<file path="config.mk">
export PLATFORM = sky130hd
export DESIGN_NAME = cfg_delta_dispatch
export DESIGN_NICKNAME = d
export VERILOG_FILES = /design/src/rtl/cfgd_pkg.sv /design/src/rtl/cfgd_scan_ptr.sv /design/src/rtl/cfgd_shadow.sv /design/src/rtl/cfgd_ctrl.sv /design/src/rtl/cfg_delta_dispatch.sv
export SDC_FILE = /design/constraint.sdc
export NUM_CORES = 1
export LEC_CHECK = 0
export BUFFER_PORTS_ARGS = -buffer_cell sky130_fd_sc_hd__buf_2
export CORE_MARGIN = 3
export CORE_UTILIZATION = 40
export CTS_BUF_LIST = sky130_fd_sc_hd__clkbuf_4 sky130_fd_sc_hd__clkbuf_8 sky130_fd_sc_hd__clkbuf_16
export CTS_CLUSTER_DIAMETER = 30
export DETAILED_ROUTE_END_ITERATION = 12
export GPL_ROUTABILITY_DRIVEN = 0
export PLACE_DENSITY_LB_ADDON = 0.05
export SYNTH_ARGS = -nofsm -noshare
export SYNTH_HDL_FRONTEND = slang
export SYNTH_SLANG_ARGS = --single-unit
</file>
<file path="constraint.sdc">
create_clock -name clk -period 3.4 [get_ports clk]
set_input_delay 0.34 -clock clk [delete_from_list [all_inputs] [get_ports clk]]
set_output_delay 0.34 -clock clk [all_outputs]
set_load 0.02 [all_outputs]
</file>
<file path="src/rtl/cfgd_pkg.sv">
package cfgd_pkg;
  typedef enum logic [1:0] {
    SC_READ  = 2'd0,
    SC_CHECK = 2'd1,
    SC_OFFER = 2'd2
  } scan_state_e;
endpackage

</file>
<file path="src/rtl/cfgd_scan_ptr.sv">
module cfgd_scan_ptr #(
  parameter int N  = 8,
  parameter int AW = $clog2(N)
) (
  input  logic          clk,
  input  logic          rst_n,
  input  logic          advance,
  output logic [AW-1:0] ptr
);
  localparam logic [AW-1:0] LAST = AW'(N - 1);

  always_ff @(posedge clk) begin
    if (!rst_n)       ptr <= '0;
    else if (advance) ptr <= (ptr == LAST) ? '0 : ptr + 1'b1;
  end
endmodule

</file>
<file path="src/rtl/cfgd_shadow.sv">
module cfgd_shadow #(
  parameter int N  = 8,
  parameter int AW = $clog2(N),
  parameter int DW = 16
) (
  input  logic          clk,
  input  logic          rst_n,
  input  logic          wr_en,
  input  logic [AW-1:0] wr_addr,
  input  logic [DW-1:0] wr_data,
  input  logic [AW-1:0] rd_addr,
  output logic [DW-1:0] rd_data
);
  logic [DW-1:0] entry [N];

  for (genvar g = 0; g < N; g++) begin : g_entry
    always_ff @(posedge clk) begin
      if (!rst_n)                           entry[g] <= '0;
      else if (wr_en && wr_addr == AW'(g))  entry[g] <= wr_data;
    end
  end

  assign rd_data = entry[rd_addr];
endmodule

</file>
<file path="src/rtl/cfgd_ctrl.sv">
module cfgd_ctrl
  import cfgd_pkg::*;
#(
  parameter int AW = 3,
  parameter int DW = 16
) (
  input  logic          clk,
  input  logic          rst_n,
  input  logic [AW-1:0] ptr,
  input  logic [DW-1:0] rd_value,
  input  logic [DW-1:0] shadow_value,
  input  logic          cmd_ready,
  output logic          ram_rd_en,
  output logic          advance,
  output logic          shadow_we,
  output logic          cmd_valid,
  output logic [AW-1:0] cmd_addr,
  output logic [DW-1:0] cmd_data
);
  scan_state_e state;
  logic        differ;

  assign differ    = (rd_value != shadow_value);
  assign ram_rd_en = (state == SC_READ);
  assign cmd_valid = (state == SC_OFFER);
  assign shadow_we = (state == SC_OFFER) && cmd_ready;
  assign advance   = ((state == SC_CHECK) && !differ) || shadow_we;

  always_ff @(posedge clk) begin
    if (!rst_n) begin
      state    <= SC_READ;
      cmd_addr <= '0;
      cmd_data <= '0;
    end else begin
      case (state)
        SC_READ:  state <= SC_CHECK;
        SC_CHECK: begin
          if (differ) begin
            cmd_addr <= ptr;
            cmd_data <= rd_value;
            state    <= SC_OFFER;
          end else begin
            state <= SC_READ;
          end
        end
        SC_OFFER: if (cmd_ready) state <= SC_READ;
        default:  state <= SC_READ;
      endcase
    end
  end
endmodule

</file>
<file path="src/rtl/cfg_delta_dispatch.sv">
module cfg_delta_dispatch #(
  parameter int N  = 8,
  parameter int DW = 16,
  localparam int AW = (N > 1) ? $clog2(N) : 1
) (
  input  logic          clk,
  input  logic          rst_n,
  output logic          ram_rd_en,
  output logic [AW-1:0] ram_rd_addr,
  input  logic [DW-1:0] ram_rd_data,
  output logic          cmd_valid,
  input  logic          cmd_ready,
  output logic [AW-1:0] cmd_addr,
  output logic [DW-1:0] cmd_data
);
  logic [AW-1:0] ptr;
  logic          advance;
  logic          shadow_we;
  logic [DW-1:0] shadow_value;

  cfgd_scan_ptr #(.N(N), .AW(AW)) u_ptr (
    .clk(clk), .rst_n(rst_n), .advance(advance), .ptr(ptr)
  );

  cfgd_shadow #(.N(N), .AW(AW), .DW(DW)) u_shadow (
    .clk(clk), .rst_n(rst_n),
    .wr_en(shadow_we), .wr_addr(cmd_addr), .wr_data(cmd_data),
    .rd_addr(ptr), .rd_data(shadow_value)
  );

  cfgd_ctrl #(.AW(AW), .DW(DW)) u_ctrl (
    .clk(clk), .rst_n(rst_n), .ptr(ptr),
    .rd_value(ram_rd_data), .shadow_value(shadow_value),
    .cmd_ready(cmd_ready), .ram_rd_en(ram_rd_en), .advance(advance),
    .shadow_we(shadow_we), .cmd_valid(cmd_valid),
    .cmd_addr(cmd_addr), .cmd_data(cmd_data)
  );

  assign ram_rd_addr = ptr;
endmodule

</file>
======== Word-level counts from Yosys, hierarchy flattened ========
Memory sizes are Yosys's and may differ from the RTL's. A register that Yosys moved wholly into a read port is not among the register bits.
Index checks and enable logic that the tools add are counted.
word-level totals
  bits in registers ....................... 24
  memories kept ........................... 1
  RAM bits ................................ 128
  input bits .............................. 19
memory list
  memory          depth  bits a word  read ports  clocked after Yosys merged registers in  write ports  line               text
  u_shadow.entry  8      16           1           1                                        8            cfgd_shadow.sv:14  logic [DW-1:0] entry [N];
cells by class
  bitwise gates (word level) .............. 8
  eq/ne operators ......................... 12
  reduce and logical (&&, ||, !) cells .... 15
  $add $sub $neg .......................... 1
  muxes and demuxes ....................... 39
operator list
  kind                   number
  $mux W16               8
  $mux W1                25
  $ne A16 B16 Y1         1
  $eq A3 B3 Y1 const B   5
  $logic_and A1 B1 Y1    10
  $mux W3                3
  $or A1 B1 Y1           8
  $eq A3 B2 Y1 const B   2
  $pmux W2 S3            1
  $mux W2                2
  $add A3 B1 Y3 const B  1
  $eq A3 B1 Y1 const B   1
  $logic_not A3 Y1       1
  $eq A2 B1 Y1 const B   1
  $eq A2 B2 Y1 const B   1
  $logic_not A2 Y1       1
  $ne A2 B1 Y1 const B   1
  $reduce_and A2 Y1      1
  $logic_not A1 Y1       1
  $logic_or A1 B1 Y1     1

======== Depth between registers and ports, before layout ========
Gate-level depths: netlist (run 1).
  word-level depth ........................ 7
  depth in mapped cells ................... 12
  depth with buffers taken out ............ 8

======== By module ========
A second synthesis (run 1) with hierarchy kept.
unflattened totals
  cell total of the unflattened synthesis .. 501
  area total of the unflattened synthesis .. 6985.4 µm²
by module, submodules not included
  module         seq. area each (µm²)  area each (µm²)  cells each  times used
  cfgd_shadow    3843.7                5809.3           374         1
  cfgd_ctrl      420.4                 1028.5           114         1
  cfgd_scan_ptr  60.1                  147.6            13          1

======== Worst setup path after synthesis (run 1) ========
Ideal clock, no wire load.
  path kind ............................... reg-to-reg
  start ................................... register u_ctrl.state[1]
  end ..................................... memory u_shadow.entry[0][0] (enable)
  setup slack ............................. 0.576 ns
  stages on the path, launching flop included .. 6
  period minus slack after synthesis ...... 2.824 ns
  arrival ................................. 2.412 ns
  cell sequence ........................... dfxtp_1 > inv_1 > nor2_1 > nand2_1 > or3_1 > o21ai_0
RTL lines
  item                    line               text
  start, declared         cfgd_ctrl.sv:20    scan_state_e state;
  start signal, assigned  cfgd_ctrl.sv:31    state <= SC_READ;
  start signal, assigned  cfgd_ctrl.sv:36    SC_READ: state <= SC_CHECK;
  start signal, assigned  cfgd_ctrl.sv:41    state <= SC_OFFER;
  end, declared           cfgd_shadow.sv:14

==> results.sh, run 1 <==
export IMPL_status="finished clean"
export IMPL_synth_cells=509
export IMPL_synthesis_nets=530
export IMPL_cp_end_kind="flip-flop"
export IMPL_die_area_sq_mm=0.0194
export IMPL_cts_made_buffers=17
export IMPL_cts_hold_fix_buffers=0
export IMPL_clockBufferDepth=2
export IMPL_final_cell_mix="132 x and2_1, 128 x edfxtp_1, 65 x mux2i_1"
export IMPL_place_ws_ns=0.435
export IMPL_yosysSeqAreaShare=0.618
export IMPL_antenna_found_initial=0
export IMPL_routed_wl_microns=18200
export IMPL_finalCriticalPeriod_ns=2.98
export IMPL_drc_errors=0
export IMPL_stdcell_area_sq_mm=0.00829
export IMPL_utilization=0.477
export IMPL_start_util=0.409
export IMPL_rows=48
export IMPL_ant_nets=0
export IMPL_htreeDepth=4
export IMPL_core_area_sq_mm=0.0174
export IMPL_worst_slack_ns=0.424
export IMPL_nets=594
export IMPL_first_global_vias=4390
export IMPL_netlist_area_sq_mm=0.00710
export IMPL_crit_arrival_ns=3.30
export IMPL_cts_resized=0
export IMPL_grt_overflow=0
export IMPL_die_h_microns=139
export IMPL_placed_area_sq_mm=0.00771
export IMPL_synth_seq_cells=155
export IMPL_io_pins=43
export IMPL_vias=4178
export IMPL_reg2reg_setup_slack_ns=0.42
export IMPL_use_met2=0.320
export IMPL_grt_max_degree=37
export IMPL_leakagePower_nw=3.10
export IMPL_diodes=0
export IMPL_powerDensity_mw_per_mm2=521
export IMPL_cts_tree="built"
export IMPL_drt_iter0_markers=288
export IMPL_grt_busiest_layer="met2"
export IMPL_start_kind="flip-flop"
export IMPL_use_met1=0.263
export IMPL_insertion_delay_ns=0.42
export IMPL_wl_per_cell_microns=22.5
export IMPL_clock_sinks=155
export IMPL_drive_above_1_share=0.224
export IMPL_dr_pass1_iters=4
export IMPL_fin_crit_sh=0.875
export IMPL_holdWs_ns=0.206
export IMPL_synth_distinct_cells=33
export IMPL_setup_viol=0
export IMPL_ys_warn_count=0
export IMPL_grt_first_pass_wirelength_microns=27400
export IMPL_met3_usage=0.0419
export IMPL_drv_slew=0
export IMPL_io_buffers=42
export IMPL_final_common_cell="and2_1"
export IMPL_avgSynthCellArea_sq_um=13.9
export IMPL_track_usage=0.195
export IMPL_clock_skew_ns=0.00804
export IMPL_die_x_microns=139
export IMPL_worstRegToRegCells=9
export IMPL_fin_tns_setup_ns=0
export IMPL_worst_pin_slew_ns=0.649
export IMPL_post_cts_buffers=0
export IMPL_min_path_type="in2reg"
export IMPL_criticalPathCategory="reg2reg"
export IMPL_final_hold_viol_count=0
export IMPL_peakVddDrop_uv=363
export IMPL_drv_cap=0
export IMPL_rsz0062_at_grt="no"
export IMPL_dp_hpwl_microns=11400
export IMPL_required_ns=3.72
export IMPL_relSlewSlack=0.566
export IMPL_syn_to_final_growth_pct=16.7
export IMPL_viasPerCell=5.15
export IMPL_path_clk_slew_ns=0.06
export IMPL_fillers=1564
export IMPL_clockRootBuffer="clkbuf_16"
export IMPL_crit_fanout=9
export IMPL_fmax_ghz=0.336
[critical path, stage by stage, from the launching register on]
cell,delay [ns]
dfxtp_1,0.60
buf_4,0.29
mux4_2,0.51
mux2i_1,0.17
xor2_1,0.16
nand4_1,0.11
nor2_1,0.26
nand2_1,0.15
o21a_1,0.32
mux2i_1,0.28
[state kept, by name, summed over array words and instances (netlist names), named ones only]
register,count
u_ctrl.cmd_addr,3
u_ctrl.state,2
u_ptr.ptr,3
u_shadow.entry,128
u_ctrl.cmd_data,16
[Yosys cell counts (all sizes together)]
cell | instances | area, sq um
nor2b | 22 | 138
dfxtp | 27 | 541
o22ai | 4 | 25.0
nor4 | 1 | 6.26
nand3b | 1 | 7.51
and3 | 8 | 50.1
mux2i | 65 | 651
or3b | 1 | 8.76
o21a | 2 | 15.0
ha | 2 | 25.0
clkbuf | 14 | 56.3
a21oi | 9 | 45.0
and2b | 1 | 7.51
nand4 | 2 | 12.5
o21ai | 8 | 40.0
nand3 | 1 | 5.00
a22oi | 16 | 125
xor2 | 8 | 70.1
inv | 2 | 7.51
or3 | 1 | 6.26
nor3 | 1 | 5.00
and2 | 132 | 826
edfxtp | 128 | 3840
nand2 | 11 | 41.3
mux4 | 16 | 360
buf | 12 | 128
nor2 | 14 | 52.6
[power by group]
part | switching [mW] | leakage (nW) | internal [mW] | total (mW)
Combinational | 0.175 | 1.27 | 0.117 | 0.292
Clock | 0.725 | 0.287 | 1.12 | 1.85
Sequential | 0.0528 | 1.54 | 2.12 | 2.17
Total | 0.952 | 3.10 | 3.36 | 4.31
[worst min-delay path by stage]
stage	to	depth (start not counted)	slack, ns	from
2_1_floorplan	u_ctrl.cmd_data[0]	2	0.51	ram_rd_data[0]
3_3_place_gp	u_ptr.ptr[1]	2	0.51	u_ptr.ptr[1]
3_5_place_dp	u_ptr.ptr[1]	2	0.53	u_ptr.ptr[1]
4_1_cts	u_ctrl.cmd_data[4]	3	0.19	ram_rd_data[4]
5_1_grt	u_ctrl.cmd_data[0]	3	0.21	ram_rd_data[0]
6_report	u_ctrl.cmd_data[4]	3	0.21	ram_rd_data[4]
[per-stage QoR]
stage / cells / power [mW]
after floorplan: 509 / 2.38
after global placement: 779 / 2.51
after detailed placement: 779 / 2.51
after CTS: 811 / 4.35
after global routing: 811 / 4.47
final: 811 / 4.31
[metal layers]
layer | vias to the layer above | part of all wire
met5 | - | 0
met4 | 0 | 0.011
met3 | 17 | 0.058
met2 | 104 | 0.48
met1 | 2084 | 0.45
li1 | 1973 | -
[final cells by class]
| type | count | area, sq um | share of cell area |
|---|---|---|---|
| multi-input combinational | 326 | 2570 | 0.310 |
| sequential | 155 | 4390 | 0.529 |
| tap | 225 | 282 | 0.0340 |
| clock inverter | 7 | 63.8 | 0.00770 |
| timing repair buffer | 71 | 465 | 0.0562 |
| inverter | 2 | 7.51 | 0.000906 |
| clock buffer | 25 | 517 | 0.0624 |
[cell families after synthesis]
kind of cell / share of synthesized area
AND/OR/NAND/NOR: 0.164
flip-flops: 0.618
adder cells (fa/ha/maj): 0.00352
multiplexers: 0.142
buffers and inverters: 0.0270
AO/OA/AOI/OAI: 0.0353
XOR/XNOR: 0.00987
(Power assumes the default switching activity.)
==> run 2, diff against run 1 <==
- CORE_ASPECT_RATIO: default -> 1.75
==> results.sh, run 2 (synthesis gave the netlist of run 1 again) <==
export IMPL_cts_made_buffers=17
export IMPL_drive_above_1_share=0.222
export IMPL_r2r_end="u_ctrl.cmd_data[14]"
export IMPL_pwr_share_seq=0.493
export IMPL_io_buffers=42
export IMPL_p_comb_frac=0.066
export IMPL_wl_per_cell_microns=22.2
export IMPL_diodes=0
export IMPL_start_kind="flip-flop"
export IMPL_viasPerCell=5.10
export IMPL_crit_fanout=32
export IMPL_insertion_delay_ns=0.42
export IMPL_final_hold_viol_count=0
export IMPL_clock_skew_ns=0.0131
export IMPL_worstRegToRegCells=11
export IMPL_fin_tns_setup_ns=0
export IMPL_required_ns=3.70
export IMPL_rows=63
export IMPL_worst_pin_slew_ns=1.12
export IMPL_status="finished clean"
export IMPL_min_path_type="in2reg"
export IMPL_powerDensity_mw_per_mm2=533
export IMPL_clockBufferDepth=2
export IMPL_core_area_sq_mm=0.0172
export IMPL_htreeDepth=4
export IMPL_io_pins=43
export IMPL_whs_path_depth=3
export IMPL_p_int_mw=3.43
export IMPL_routed_wl_microns=17900
export IMPL_final_cell_mix="132 x and2_1, 128 x edfxtp_1, 65 x mux2i_1"
export IMPL_first_global_vias=4348
export IMPL_grt_overflow=0
export IMPL_die_x_microns=107
export IMPL_p_sw_mw=0.978
export IMPL_dr_pass1_iters=6
export IMPL_critPathMaxStageDelay_ns=0.83
export IMPL_dp_cells=776
export IMPL_path_clk_slew_ns=0.06
export IMPL_fin_cells=809
export IMPL_regMostFlops="u_shadow.entry"
export IMPL_post_cts_buffers=0
export IMPL_criticalPathCategory="reg2reg"
export IMPL_pwr_share_clk=0.441
export IMPL_largest_register_ffs=128
export IMPL_cp_end_kind="flip-flop"
export IMPL_drc_errors=0
export IMPL_worst_slack_ns=0.117
export IMPL_crit_arrival_ns=3.59
export IMPL_nets=590
export IMPL_rsz0062_at_grt="no"
export IMPL_reg2reg_setup_slack_ns=0.12
export IMPL_fin_crit_sh=0.966
export IMPL_drt_iter0_markers=198
export IMPL_final_common_cell="and2_1"
export IMPL_dp_hpwl_microns=11300
export IMPL_clock_sinks=155
export IMPL_worstHoldStart="ram_rd_data[4]"
export IMPL_leakagePower_nw=3.08
export IMPL_grt_max_degree=37
export IMPL_ant_nets=0
export IMPL_cts_hold_fix_buffers=0
export IMPL_fmax_ghz=0.305
export IMPL_peakVddDrop_uv=351
export IMPL_die_area_sq_mm=0.0194
export IMPL_reg_top3="u_shadow.entry (128), u_ctrl.cmd_data (16)"
export IMPL_antenna_found_initial=0
export IMPL_drv_cap=0
export IMPL_syn_to_final_growth_pct=16.6
export IMPL_clockRootBuffer="clkbuf_16"
export IMPL_netSwitchingFraction=0.222
export IMPL_drv_slew=0
export IMPL_path_cells="buf_12, buf_4, mux2i_1, a22oi_1, and3_1, o22ai_1, nor4_1, buf_4, a21oi_2, mux2i_1, nor2b_1"
export IMPL_min_to="u_ctrl.cmd_data[4]"
export IMPL_setup_viol=0
export IMPL_cts_tree="built"
export IMPL_crit_slowest_cell="a21oi_2"
export IMPL_place_ws_ns=0.100
export IMPL_vias=4125
export IMPL_track_usage=0.191
export IMPL_finalCriticalPeriod_ns=3.28
export IMPL_grt_first_pass_wirelength_microns=27000
export IMPL_die_h_microns=182
export IMPL_start_util=0.413
export IMPL_relSlewSlack=0.256
==> run 2: cell types whose count changed in the layout (fill, tap and decap cells not counted), moves of 2 or more <==
cell / delta
buf_4: -4
clkbuf_8: -4
bufinv_16: +2
clkinvlp_4: +2
==> run 2: what timing repair did <==
item,4_1_cts,5_1_grt
endpoints found under the hold margin,0,0
resized for setup,0,1
setup endpoints to repair,0,8
==> run 2: worst max path at each step <==
stage                                       to  depth (start not counted)             from
after floorplan           u_shadow.entry[0][0]                          5  u_ctrl.state[1]
after global placement      u_ctrl.cmd_data[1]                         11        flip-flop
after detailed placement   u_ctrl.cmd_data[10]                         11        flip-flop
after CTS                  u_ctrl.cmd_data[10]                         11        flip-flop
after global routing        u_ctrl.cmd_data[0]                         11        flip-flop
final                      u_ctrl.cmd_data[14]                         11        flip-flop
==> run 2: layer usage <==
layer,GRT usage,up-vias,share of wire
met4,0.0707,0,0.018
li1,-,1966,-
met2,0.345,49,0.56
met1,0.231,2088,0.41
met5,0,-,0
met3,0.0244,22,0.017
==> run 2: final cells by class <==
cell class | count | area, sq um
fill | 1610 | 8910
sequential | 155 | 4390
multi-input combinational | 327 | 2580
clock buffer | 21 | 462
timing repair buffer | 66 | 415
tap | 227 | 284
clock inverter | 11 | 144
inverter | 2 | 7.51
==> run 2: critical path, delay by kind of cell (launching register included) <==
family                 cells  cell delay [ns]
AO/OA/AOI/OAI              3             1.22
flip-flops                 1             0.34
buffers and inverters      3             0.69
multiplexers               2             0.51
AND/OR/NAND/NOR            3             0.38
==> run 2: power by group through the flow <==
stage               sequential, mW  clock [mW]  combinational [mW]
CTS                           2.17        1.97               0.295
finish                        2.17        1.94               0.293
detailed placement            2.21           0               0.295
floorplan                     2.21           0               0.169
global route                  2.18        2.06               0.316
global placement              2.21           0               0.292
==> run 2: through the flow <==
step,hold slack [ns],utilization,instance area [sq um],power (mW)
6_report,0.217,0.482,8280,4.41
5_1_grt,0.217,0.482,8280,4.56
4_1_cts,0.203,0.481,8260,4.44
3_5_place_dp,0.527,0.446,7660,2.51
3_3_place_gp,0.524,0.446,7660,2.50
2_1_floorplan,0.510,-,7100,2.38
